<file path="src/rtl/ptw_pkg.sv">
package ptw_pkg;
    localparam int VA_W      = 32;
    localparam int PA_W      = 32;
    localparam int PTE_W     = 32;
    localparam int IDX_W     = 10;
    localparam int OFF_W     = 12;
    localparam int FRAME_W   = PA_W - OFF_W;
    localparam int ENT_SHIFT = 2;
    localparam int ERR_W     = 3;

    localparam int FLAG_PRESENT = 0;
    localparam int FLAG_WRITE   = 1;
    localparam int FLAG_USER    = 2;
    localparam int FLAG_ACC     = 5;
    localparam int FLAG_DIRTY   = 6;

    typedef enum logic [2:0] {
        ST_IDLE,
        ST_OUTER,
        ST_INNER,
        ST_WRITE,
        ST_DONE
    } walk_st_e;

    typedef struct packed {
        logic [VA_W-1:0] va;
        logic            is_wr;
        logic            is_usr;
    } walk_req_t;

    typedef struct packed {
        logic present;
        logic writable;
        logic user_ok;
    } ent_flags_t;

    typedef struct packed {
        logic             fault;
        logic [ERR_W-1:0] err;
    } chk_res_t;

    function automatic logic [IDX_W-1:0] hi_index(logic [VA_W-1:0] va);
        return va[VA_W-1 -: IDX_W];
    endfunction

    function automatic logic [IDX_W-1:0] lo_index(logic [VA_W-1:0] va);
        return va[OFF_W +: IDX_W];
    endfunction

    function automatic logic [ERR_W-1:0] cause(logic prot, logic wr, logic usr);
        return {usr, wr, prot};
    endfunction
endpackage

</file>
<file path="src/rtl/ptw_entry_check.sv">
module ptw_entry_check
    import ptw_pkg::*;
(
    input  ent_flags_t flags,
    input  logic       is_wr,
    input  logic       is_usr,
    output chk_res_t   res
);
    always_comb begin
        res.fault = 1'b0;
        res.err   = cause(1'b0, is_wr, is_usr);
        if (!flags.present) begin
            res.fault = 1'b1;
        end else if ((is_wr && !flags.writable) || (is_usr && !flags.user_ok)) begin
            res.fault = 1'b1;
            res.err   = cause(1'b1, is_wr, is_usr);
        end
    end
endmodule

</file>
<file path="src/rtl/ptw_addr_gen.sv">
module ptw_addr_gen
    import ptw_pkg::*;
(
    input  logic [PA_W-1:0]    base,
    input  logic [IDX_W-1:0]   hi_idx,
    input  logic [IDX_W-1:0]   lo_idx,
    input  logic [FRAME_W-1:0] tbl_frame,
    output logic [PA_W-1:0]    outer_addr,
    output logic [PA_W-1:0]    inner_addr
);
    logic [PA_W-1:0] hi_ofs;
    logic [PA_W-1:0] lo_ofs;

    assign hi_ofs     = PA_W'(hi_idx) << ENT_SHIFT;
    assign lo_ofs     = PA_W'(lo_idx) << ENT_SHIFT;
    assign outer_addr = base + hi_ofs;
    assign inner_addr = {tbl_frame, {OFF_W{1'b0}}} + lo_ofs;
endmodule

</file>
<file path="src/rtl/ptw_leaf_update.sv">
module ptw_leaf_update
    import ptw_pkg::*;
(
    input  logic [PTE_W-1:0] ent,
    input  logic             is_wr,
    output logic [PTE_W-1:0] new_ent,
    output logic             need_wr
);
    always_comb begin
        new_ent           = ent;
        new_ent[FLAG_ACC] = 1'b1;
        if (is_wr) begin
            new_ent[FLAG_DIRTY] = 1'b1;
        end
        need_wr = (new_ent != ent);
    end
endmodule

</file>
<file path="src/rtl/ptw_walker.sv">
module ptw_walker
    import ptw_pkg::*;
(
    input  logic             clk,
    input  logic             rst,
    input  logic             base_we,
    input  logic [PA_W-1:0]  base_wdata,
    input  logic             req_valid,
    input  logic [VA_W-1:0]  req_vaddr,
    input  logic             req_write,
    input  logic             req_user,
    output logic             busy,
    output logic             rsp_valid,
    output logic             rsp_fault,
    output logic [ERR_W-1:0] rsp_err,
    output logic [PA_W-1:0]  rsp_paddr,
    output logic [VA_W-1:0]  fault_addr,
    output logic             mem_rd_req,
    output logic [PA_W-1:0]  mem_rd_addr,
    input  logic             mem_rd_valid,
    input  logic [PTE_W-1:0] mem_rd_data,
    output logic             mem_wr_en,
    output logic [PA_W-1:0]  mem_wr_addr,
    output logic [PTE_W-1:0] mem_wr_data
);
    walk_st_e          state;
    walk_req_t         cur;
    logic [PA_W-1:0]   base_q;
    logic [PA_W-1:0]   rd_addr_q;
    logic [PTE_W-1:0]  wb_ent_q;
    logic [PA_W-1:0]   paddr_q;
    logic              fault_q;
    logic [ERR_W-1:0]  err_q;
    logic [VA_W-1:0]   fault_addr_q;

    logic [IDX_W-1:0]  gen_hi;
    logic [IDX_W-1:0]  gen_lo;
    logic [PA_W-1:0]   outer_addr;
    logic [PA_W-1:0]   inner_addr;
    ent_flags_t        rd_flags;
    chk_res_t          chk;
    logic [PTE_W-1:0]  upd_ent;
    logic              upd_need;

    assign gen_hi   = (state == ST_IDLE) ? hi_index(req_vaddr) : hi_index(cur.va);
    assign gen_lo   = lo_index(cur.va);
    assign rd_flags = '{present:  mem_rd_data[FLAG_PRESENT],
                        writable: mem_rd_data[FLAG_WRITE],
                        user_ok:  mem_rd_data[FLAG_USER]};

    ptw_addr_gen u_addr (
        .base       (base_q),
        .hi_idx     (gen_hi),
        .lo_idx     (gen_lo),
        .tbl_frame  (mem_rd_data[PTE_W-1 -: FRAME_W]),
        .outer_addr (outer_addr),
        .inner_addr (inner_addr)
    );

    ptw_entry_check u_check (
        .flags  (rd_flags),
        .is_wr  (cur.is_wr),
        .is_usr (cur.is_usr),
        .res    (chk)
    );

    ptw_leaf_update u_upd (
        .ent     (mem_rd_data),
        .is_wr   (cur.is_wr),
        .new_ent (upd_ent),
        .need_wr (upd_need)
    );

    always_ff @(posedge clk) begin
        if (rst) begin
            state        <= ST_IDLE;
            cur          <= '0;
            base_q       <= '0;
            rd_addr_q    <= '0;
            wb_ent_q     <= '0;
            paddr_q      <= '0;
            fault_q      <= 1'b0;
            err_q        <= '0;
            fault_addr_q <= '0;
        end else begin
            if (base_we) begin
                base_q <= base_wdata;
            end
            case (state)
                ST_IDLE: begin
                    if (req_valid) begin
                        cur       <= '{va: req_vaddr, is_wr: req_write, is_usr: req_user};
                        rd_addr_q <= outer_addr;
                        fault_q   <= 1'b0;
                        err_q     <= '0;
                        state     <= ST_OUTER;
                    end
                end
                ST_OUTER: begin
                    if (mem_rd_valid) begin
                        if (chk.fault) begin
                            fault_q      <= 1'b1;
                            err_q        <= chk.err;
                            fault_addr_q <= cur.va;
                            state        <= ST_DONE;
                        end else begin
                            rd_addr_q <= inner_addr;
                            state     <= ST_INNER;
                        end
                    end
                end
                ST_INNER: begin
                    if (mem_rd_valid) begin
                        if (chk.fault) begin
                            fault_q      <= 1'b1;
                            err_q        <= chk.err;
                            fault_addr_q <= cur.va;
                            state        <= ST_DONE;
                        end else begin
                            paddr_q  <= {mem_rd_data[PTE_W-1 -: FRAME_W], cur.va[OFF_W-1:0]};
                            wb_ent_q <= upd_ent;
                            state    <= upd_need ? ST_WRITE : ST_DONE;
                        end
                    end
                end
                ST_WRITE: state <= ST_DONE;
                ST_DONE:  state <= ST_IDLE;
                default:  state <= ST_IDLE;
            endcase
        end
    end

    assign busy        = (state != ST_IDLE);
    assign mem_rd_req  = (state == ST_OUTER) || (state == ST_INNER);
    assign mem_rd_addr = rd_addr_q;
    assign mem_wr_en   = (state == ST_WRITE);
    assign mem_wr_addr = rd_addr_q;
    assign mem_wr_data = wb_ent_q;
    assign rsp_valid   = (state == ST_DONE);
    assign rsp_fault   = fault_q;
    assign rsp_err     = err_q;
    assign rsp_paddr   = fault_q ? '0 : paddr_q;
    assign fault_addr  = fault_addr_q;
endmodule

</file>
<file path="config.mk">
export PLATFORM = sky130hd
export DESIGN_NAME = ptw_walker
export DESIGN_NICKNAME = d
export VERILOG_FILES = /design/src/rtl/ptw_pkg.sv /design/src/rtl/ptw_entry_check.sv /design/src/rtl/ptw_addr_gen.sv /design/src/rtl/ptw_leaf_update.sv /design/src/rtl/ptw_walker.sv
export SDC_FILE = /design/constraint.sdc
export NUM_CORES = 1
export LEC_CHECK = 0
export CORE_MARGIN = 2
export CORE_UTILIZATION = 49
export CTS_CLUSTER_SIZE = 14
export DETAILED_ROUTE_END_ITERATION = 8
export PLACE_DENSITY = 0.8
export REMOVE_ABC_BUFFERS = 1
export SLEW_MARGIN = 5
export SYNTH_ARGS = -nofsm -noshare
export SYNTH_HDL_FRONTEND = slang
export SYNTH_HIERARCHICAL = 1
export SYNTH_SLANG_ARGS = --single-unit
</file>
<file path="constraint.sdc">
create_clock -name clk -period 4.37 [get_ports clk]
set_input_delay 0.874 -clock clk [delete_from_list [all_inputs] [get_ports clk]]
set_output_delay 0.874 -clock clk [all_outputs]
set_load 0.005 [all_outputs]
</file>
; After elaboration in Yosys (flattened, before gate mapping)
; Index checks and enable logic that the tools add are counted.
[classes]
add_sub_neg = 2
n_eq_ne = 11
mux = 25
n_bitwise = 1
n_reduce_logical = 17
[op_table]
columns = cell, n
row1 = two-way mux 32 bit, 4
row2 = adder 32 x 12 -> 32 bit, 2
row3 = one-hot mux 32 bit (2 select lines), 1
row4 = two-way mux 3 bit, 10
row5 = one-hot mux 3 bit (4 select lines), 1
row6 = two-way mux 10 bit, 1
row7 = AND reduction 3 bit, 3
row8 = "!= test 2 bit, second input constant", 4
row9 = AND reduction 4 bit, 2
row10 = "== test 3 x 2 -> 1 bit, second input constant", 2
row11 = one-hot mux 3 bit (2 select lines), 1
row12 = two-way mux 1 bit, 5
row13 = two-way mux 4 bit, 1
row14 = "!= test 2 x 1 -> 1 bit, second input constant", 2
row15 = nonzero test 2 bit, 2
row16 = "== test 3 x 1 -> 1 bit, second input constant", 1
row17 = "== test 3 bit, second input constant", 1
row18 = zero test 3 bit, 1
row19 = nonzero test 3 bit, 1
row20 = logical AND 1 bit, 2
row21 = zero test 1 bit, 2
row22 = logical OR 1 bit, 2
row23 = != test 2 bit, 1
row24 = one-hot mux 1 bit (2 select lines), 1
row25 = 3 further kinds, 3
[word_totals]
ff_bits = 201
output_inout_bits = 168

; Depth between registers and ports, before layout
[depth]
ltp_word = 8
ltp_mapped = 13
ltp_nobuf = 11

; Hierarchy
; Netlist, hierarchy kept.
[modules_own_cells]
columns = module, instances, cells_per_inst, area_per_inst_um2, seq_area_each_um2
row1 = ptw_walker, 1, 973, 8590.7, 4023.9
row2 = ptw_addr_gen, 1, 152, 1129.8, 0.0
row3 = ptw_leaf_update, 1, 35, 251.5, 0.0
row4 = ptw_entry_check, 1, 6, 43.8, 0.0

; Worst setup path after synthesis
; OpenSTA, ideal clock, no wires.
[synth_path]
kind = flip-flop to flip-flop
from = register state[2]
to = register rd_addr_q[10] (netlist: mem_rd_addr[10])
setup_ns = 0.087
arrival_time_ns = 3.236
path_slack_ns = 1.047
stages_incl_launch_ff = 14
path_buffers = 2
synth_period_minus_slack_ns = 3.323
cell_sequence = dfxtp_1 -> buf_2 -> nor3_1 -> buf_2 -> mux2_2 -> ha_1 -> fa_1 -> a21oi_1 -> o21ai_1 -> a311o_2 -> a21oi_1 -> xnor2_1 -> mux2i_1 -> a221oi_2
[synth_between]
elab_chain_cells = 5
elab_cells_between_ends = 11
classes_between = add/sub (1) / eq/ne (4) / mux (3) / reduce/logical (3)
[synth_rtl]
columns = element, line
row1 = start: declaration, ptw_walker.sv:26  ; walk_st_e state;
row2 = start signal: assignment, ptw_walker.sv:122  ; state <= upd_need ? ST_WRITE : ST_DONE;
row3 = zero test 3 bit, ptw_walker.sv:45  ; assign gen_hi = (state == ST_IDLE) ? hi_index(req_vaddr) : hi_index(cur.va);
row4 = two-way mux 10 bit, ptw_walker.sv:45
row5 = via gen_hi[0], ptw_walker.sv:36  ; logic [IDX_W-1:0] gen_hi;
row6 = adder 32 x 12 -> 32 bit, ptw_addr_gen.sv:16  ; assign outer_addr = base + hi_ofs;
row7 = via outer_addr[10], ptw_walker.sv:38  ; logic [PA_W-1:0] outer_addr;
row8 = two-way mux 32 bit, ptw_walker.sv:91  ; if (req_valid) begin
row9 = one-hot mux 32 bit (2 select lines), ptw_walker.sv:89  ; case (state)
row10 = end signal: assignment, ptw_walker.sv:93  ; rd_addr_q <= outer_addr;
row11 = end signal: assignment, ptw_walker.sv:107  ; rd_addr_q <= inner_addr;
row12 = end: declaration, ptw_walker.sv:29  ; logic [PA_W-1:0] rd_addr_q;
; The timed path passes the listed nets, and every way through them passes these cells. The select of a mux whose other input is x is not followed.
; A chain may end at the register's enable or synchronous reset.

; Worst setup path after layout
[layout_path]
from = register state[2]
to = register rd_addr_q[16] (netlist: mem_rd_addr[16])
; The elaborated chain is that of the path after synthesis.

==> flow_summary.toml <==
[drt]
wl_per_cell_um = 18.2
first_pass_iters = 5
first_iter_violations = 568
routed_wl_mm = 28.6
drcViolationCount = 0
dr_total_vias = 8850
viasPerCell = 5.64
ant_nets = 0

[run]
drv_cap = 0

[setup_path]
r2r-end = "mem_rd_addr[16]"
r2r_start = "state[2]"
path_cells = "nor3_2 > buf_4 > mux2_2 > ha_1 > fa_1 > a21oi_1 > o21ai_1 > a211oi_4 > buf_4 > nor2_1 > xor2_1 > mux2i_1 > a221oi_2"
crit_path_end = "mem_rd_addr[16]"
path_max_fanout = 11
endpoint_kind = "register"
reg2reg_slack_ns = 0.78
worstSetupStartpoint = "state[2]"
cp_slowest_cell = "a211oi_4"
rr_worst_depth = 13
critPathArrivalTime_ns = 4.01
crit_type = "register to register"
crit_required_ns = 4.79
cp-start-kind = "register"
cpMostUsedCell = "buf_4"
critPathMaxStageDelay_ns = 0.55

[logic_synthesis]
ys_seq_elements = 201
synthCells = 1166
synthAdderAreaFrac_pct = 1.45
synth-compound-area-share_pct = 19.1
syn_area_um2 = 10000
async_flop_share_pct = 0
yosys_warnings = 6
synth-simple-area-share_pct = 17.0
synthMuxAreaShare_pct = 7.75
synth.avg_cell_area_um2 = 8.59
synth_top_family_by_area = "compound AO/OA/AOI/OAI gates"
synth_top_cell_by_area = "dfxtp_1"
yosys.area_share.xor_xnor_pct = 2.45
synth_top_area_share_pct = 40.2
seq_area_frac_synth_pct = 40.2
synth_edf_count = 0
yosysUniqueCellTypes = 62
synth_area_leaders = "dfxtp_1 (40%), buf_4 (7.6%), a21oi_1 (7.4%), mux2i_1 (6.4%), nand3_1 (5.1%)"
synth_flop_cell = "dfxtp_1"

[final_layout]
layout.nets = 1399
finalInstanceArea_um2 = 12900
syn_to_final_growth_pct = 28.4
drive_above_1_share_pct = 9.85
stdcell_count = 1570
fillers = 1708

[placed_design]
portBuffers = 270
place_congestion = 0.834
dp.cells = 1531
dpl.hpwl_mm = 18.4
placed_area_um2 = 12100

[global_routing]
antenna_found_initial = 1
grt_pass1_wl_mm = 45.0
grt_pass1_vias = 8343
grt_max_degree = 89
overflow = 0
track_usage_pct = 25.5

[sta]
fin_hold_ws_ns = 0.471
finalHoldViolCount = 0
rsz0062_at_grt = "no"
finalCritPeriodShare_pct = 82.2
finalMaxSlewViolations = 0
setup_viol = 0
finalClockSkew_ns = 0.0107
maxSlewHeadroom_pct = 26.5
tightest_slew_ns = 1.10
fmax_ghz = 0.278
finalCriticalPeriod_ns = 3.59

[run_status]
status = "complete, no violations"

[clocking]
h-tree-depth = 1
cts-resized-gates = 0
cts_hold_buffers = 0
numCtsBuffers = 22
root_buffer = "clkbuf_16"
clk_latency_ns = 0.50
clockBufferDepth = 3
cts_num_sinks = 201
post_cts_buffers = 0
path_clk_slew_ns = 0.06
cts_tree = "yes"

[power]
ir_worst_vdd_mv = 0.263
intPower_w = 0.00344
switchingPower_w = 0.00124
seqPwrFrac_pct = 42.7
p_leak_nw = 4.64
clockPowerShare_pct = 39.6
pwr-share-comb_pct = 17.7
netSwitchingFraction_pct = 26.4
power.density_nw_per_um2 = 363

[floorplan]
die_area_um2 = 21600
rows = 52
die_h_um = 147
start_util_pct = 49.7
die_w_um = 147
design.core.area_um2 = 20200
boundaryPins = 271

[worst_hold_path]
hold_path.class = "register to register"
[layout by cell type (no fill, tap or decap), types with 4 or more instances in the layout]
master and n:
a21oi_1 148, a221oi_2 30, buf_4 20, clkbuf_16 23, clkbuf_8 6, clkdlybuf4s50_1 268, clkinv_2 4, dfxtp_1 200
ha_1 10, inv_1 5, mux2_2 12, mux2i_1 64, nand2_1 79, nand2b_1 11, nand3_1 103, nor2_1 78
nor2b_1 33, nor3_1 5, o21ai_0 86, o21ai_1 13, xnor2_1 7, xor2_1 19
[cell usage after synthesis (2+ instances only)]
cell,number
nor2_1,78
nand3_1,103
nand2b_1,12
a221oi_2,30
nand4b_1,2
a21oi_2,2
nor3_1,6
nand3b_1,2
and4_1,2
a221oi_1,3
nor3b_2,2
conb_1,2
and2_1,2
buf_2,32
buf_1,5
dfxtp_1,201
a21boi_2,2
nand2_1,80
o21ai_1,13
xor2_1,20
mux2_2,12
ha_1,10
xnor2_1,8
inv_1,5
nand4_2,2
o21ai_0,86
a21oi_1,148
o2bb2ai_1,3
nand4_1,3
buf_4,101
clkbuf_1,57
or3b_2,2
nor2b_1,34
mux2i_1,64
nor3b_1,3
buf_6,3
[cell families after synthesis]
kind of cell    after synthesis
compound gates              301
xor+xnor                     28
fa+ha+maj                    11
buf+inv                     203
flops                       201
mux                          76
other cells                   2
simple gates                344
[worst max-delay path: cells and delay by family, from the launching register on]
kind	cells	cell delay (ns)
adders and majority gates	2	0.62
xor gates and xnor gates	1	0.15
DFF	1	0.32
buffers and inverters	2	0.47
and+or+nand+nor	2	0.23
AOI/OAI and AO/OA	4	1.24
muxes	2	0.46
[worst min-delay path by stage]
stage / startpoint / to / slack (ns) / cells past startpoint
2_1_floorplan: cur[24] / cur[24] / 0.44 / 2
6_report: cur[29] / cur[29] / 0.47 / 2
5_1_grt: paddr_q[4] / paddr_q[4] / 0.49 / 2
4_1_cts: paddr_q[26] / paddr_q[26] / 0.47 / 2
3_3_place_gp: cur[27] / cur[27] / 0.46 / 2
3_5_place_dp: cur[29] / cur[29] / 0.46 / 2
[area by class of cell]
cell class | count | area, um^2 | area share, %
Antenna cell | 1 | 2.50 | 0.0195
Clock buffer | 32 | 669 | 5.20
Clock inverter | 6 | 57.6 | 0.447
Inverter | 5 | 18.8 | 0.146
Multi-Input combinational cell | 763 | 4860 | 37.8
Sequential cell | 201 | 4030 | 31.3
Tap cell | 270 | 338 | 2.63
Timing Repair Buffer | 292 | 2890 | 22.5
[metal layers]
metal  global-route usage, %  vias up  wire length, um
met4                    8.70        0              899
met1                    34.9     4259            12500
met5                       0        -                0
li1                        -     4206                -
met2                    41.8      333            13500
met3                    3.17       52             1690
[registers in the layout, summed over array words and instances, names as in the netlist]
name and count:
cur 34, rsp_fault 1, state 3, base_q 32, rsp_err 3, paddr_q 32
mem_wr_data 32, mem_rd_addr 32, fault_addr 32
[power groups by stage]
| stage | Combinational (W) | Sequential [W] | Clock [W] |
|---|---|---|---|
| 6_report | 0.000828 | 0.00200 | 0.00185 |
| 5_1_grt | 0.000892 | 0.00200 | 0.00196 |
| 4_1_cts | 0.000831 | 0.00200 | 0.00188 |
| 3_5_place_dp | 0.000825 | 0.00204 | 0 |
| 3_3_place_gp | 0.000809 | 0.00203 | 0 |
| 2_1_floorplan | 0.000379 | 0.00203 | 0 |
[through the flow]
stage / total power (W) / setup slack (ns) / TNS, ns / utilization, %
floorplan: 0.00240 / -0.818 / -52.38 / -
global placement: 0.00284 / 0.378 / 0 / 60.2
detailed placement: 0.00286 / 0.350 / 0 / 60.2
CTS: 0.00471 / 0.777 / 0 / 63.8
global route: 0.00486 / 0.615 / 0 / 63.8
finish: 0.00467 / 0.776 / 0 / 63.8
Power figures use the tool's default switching activity.
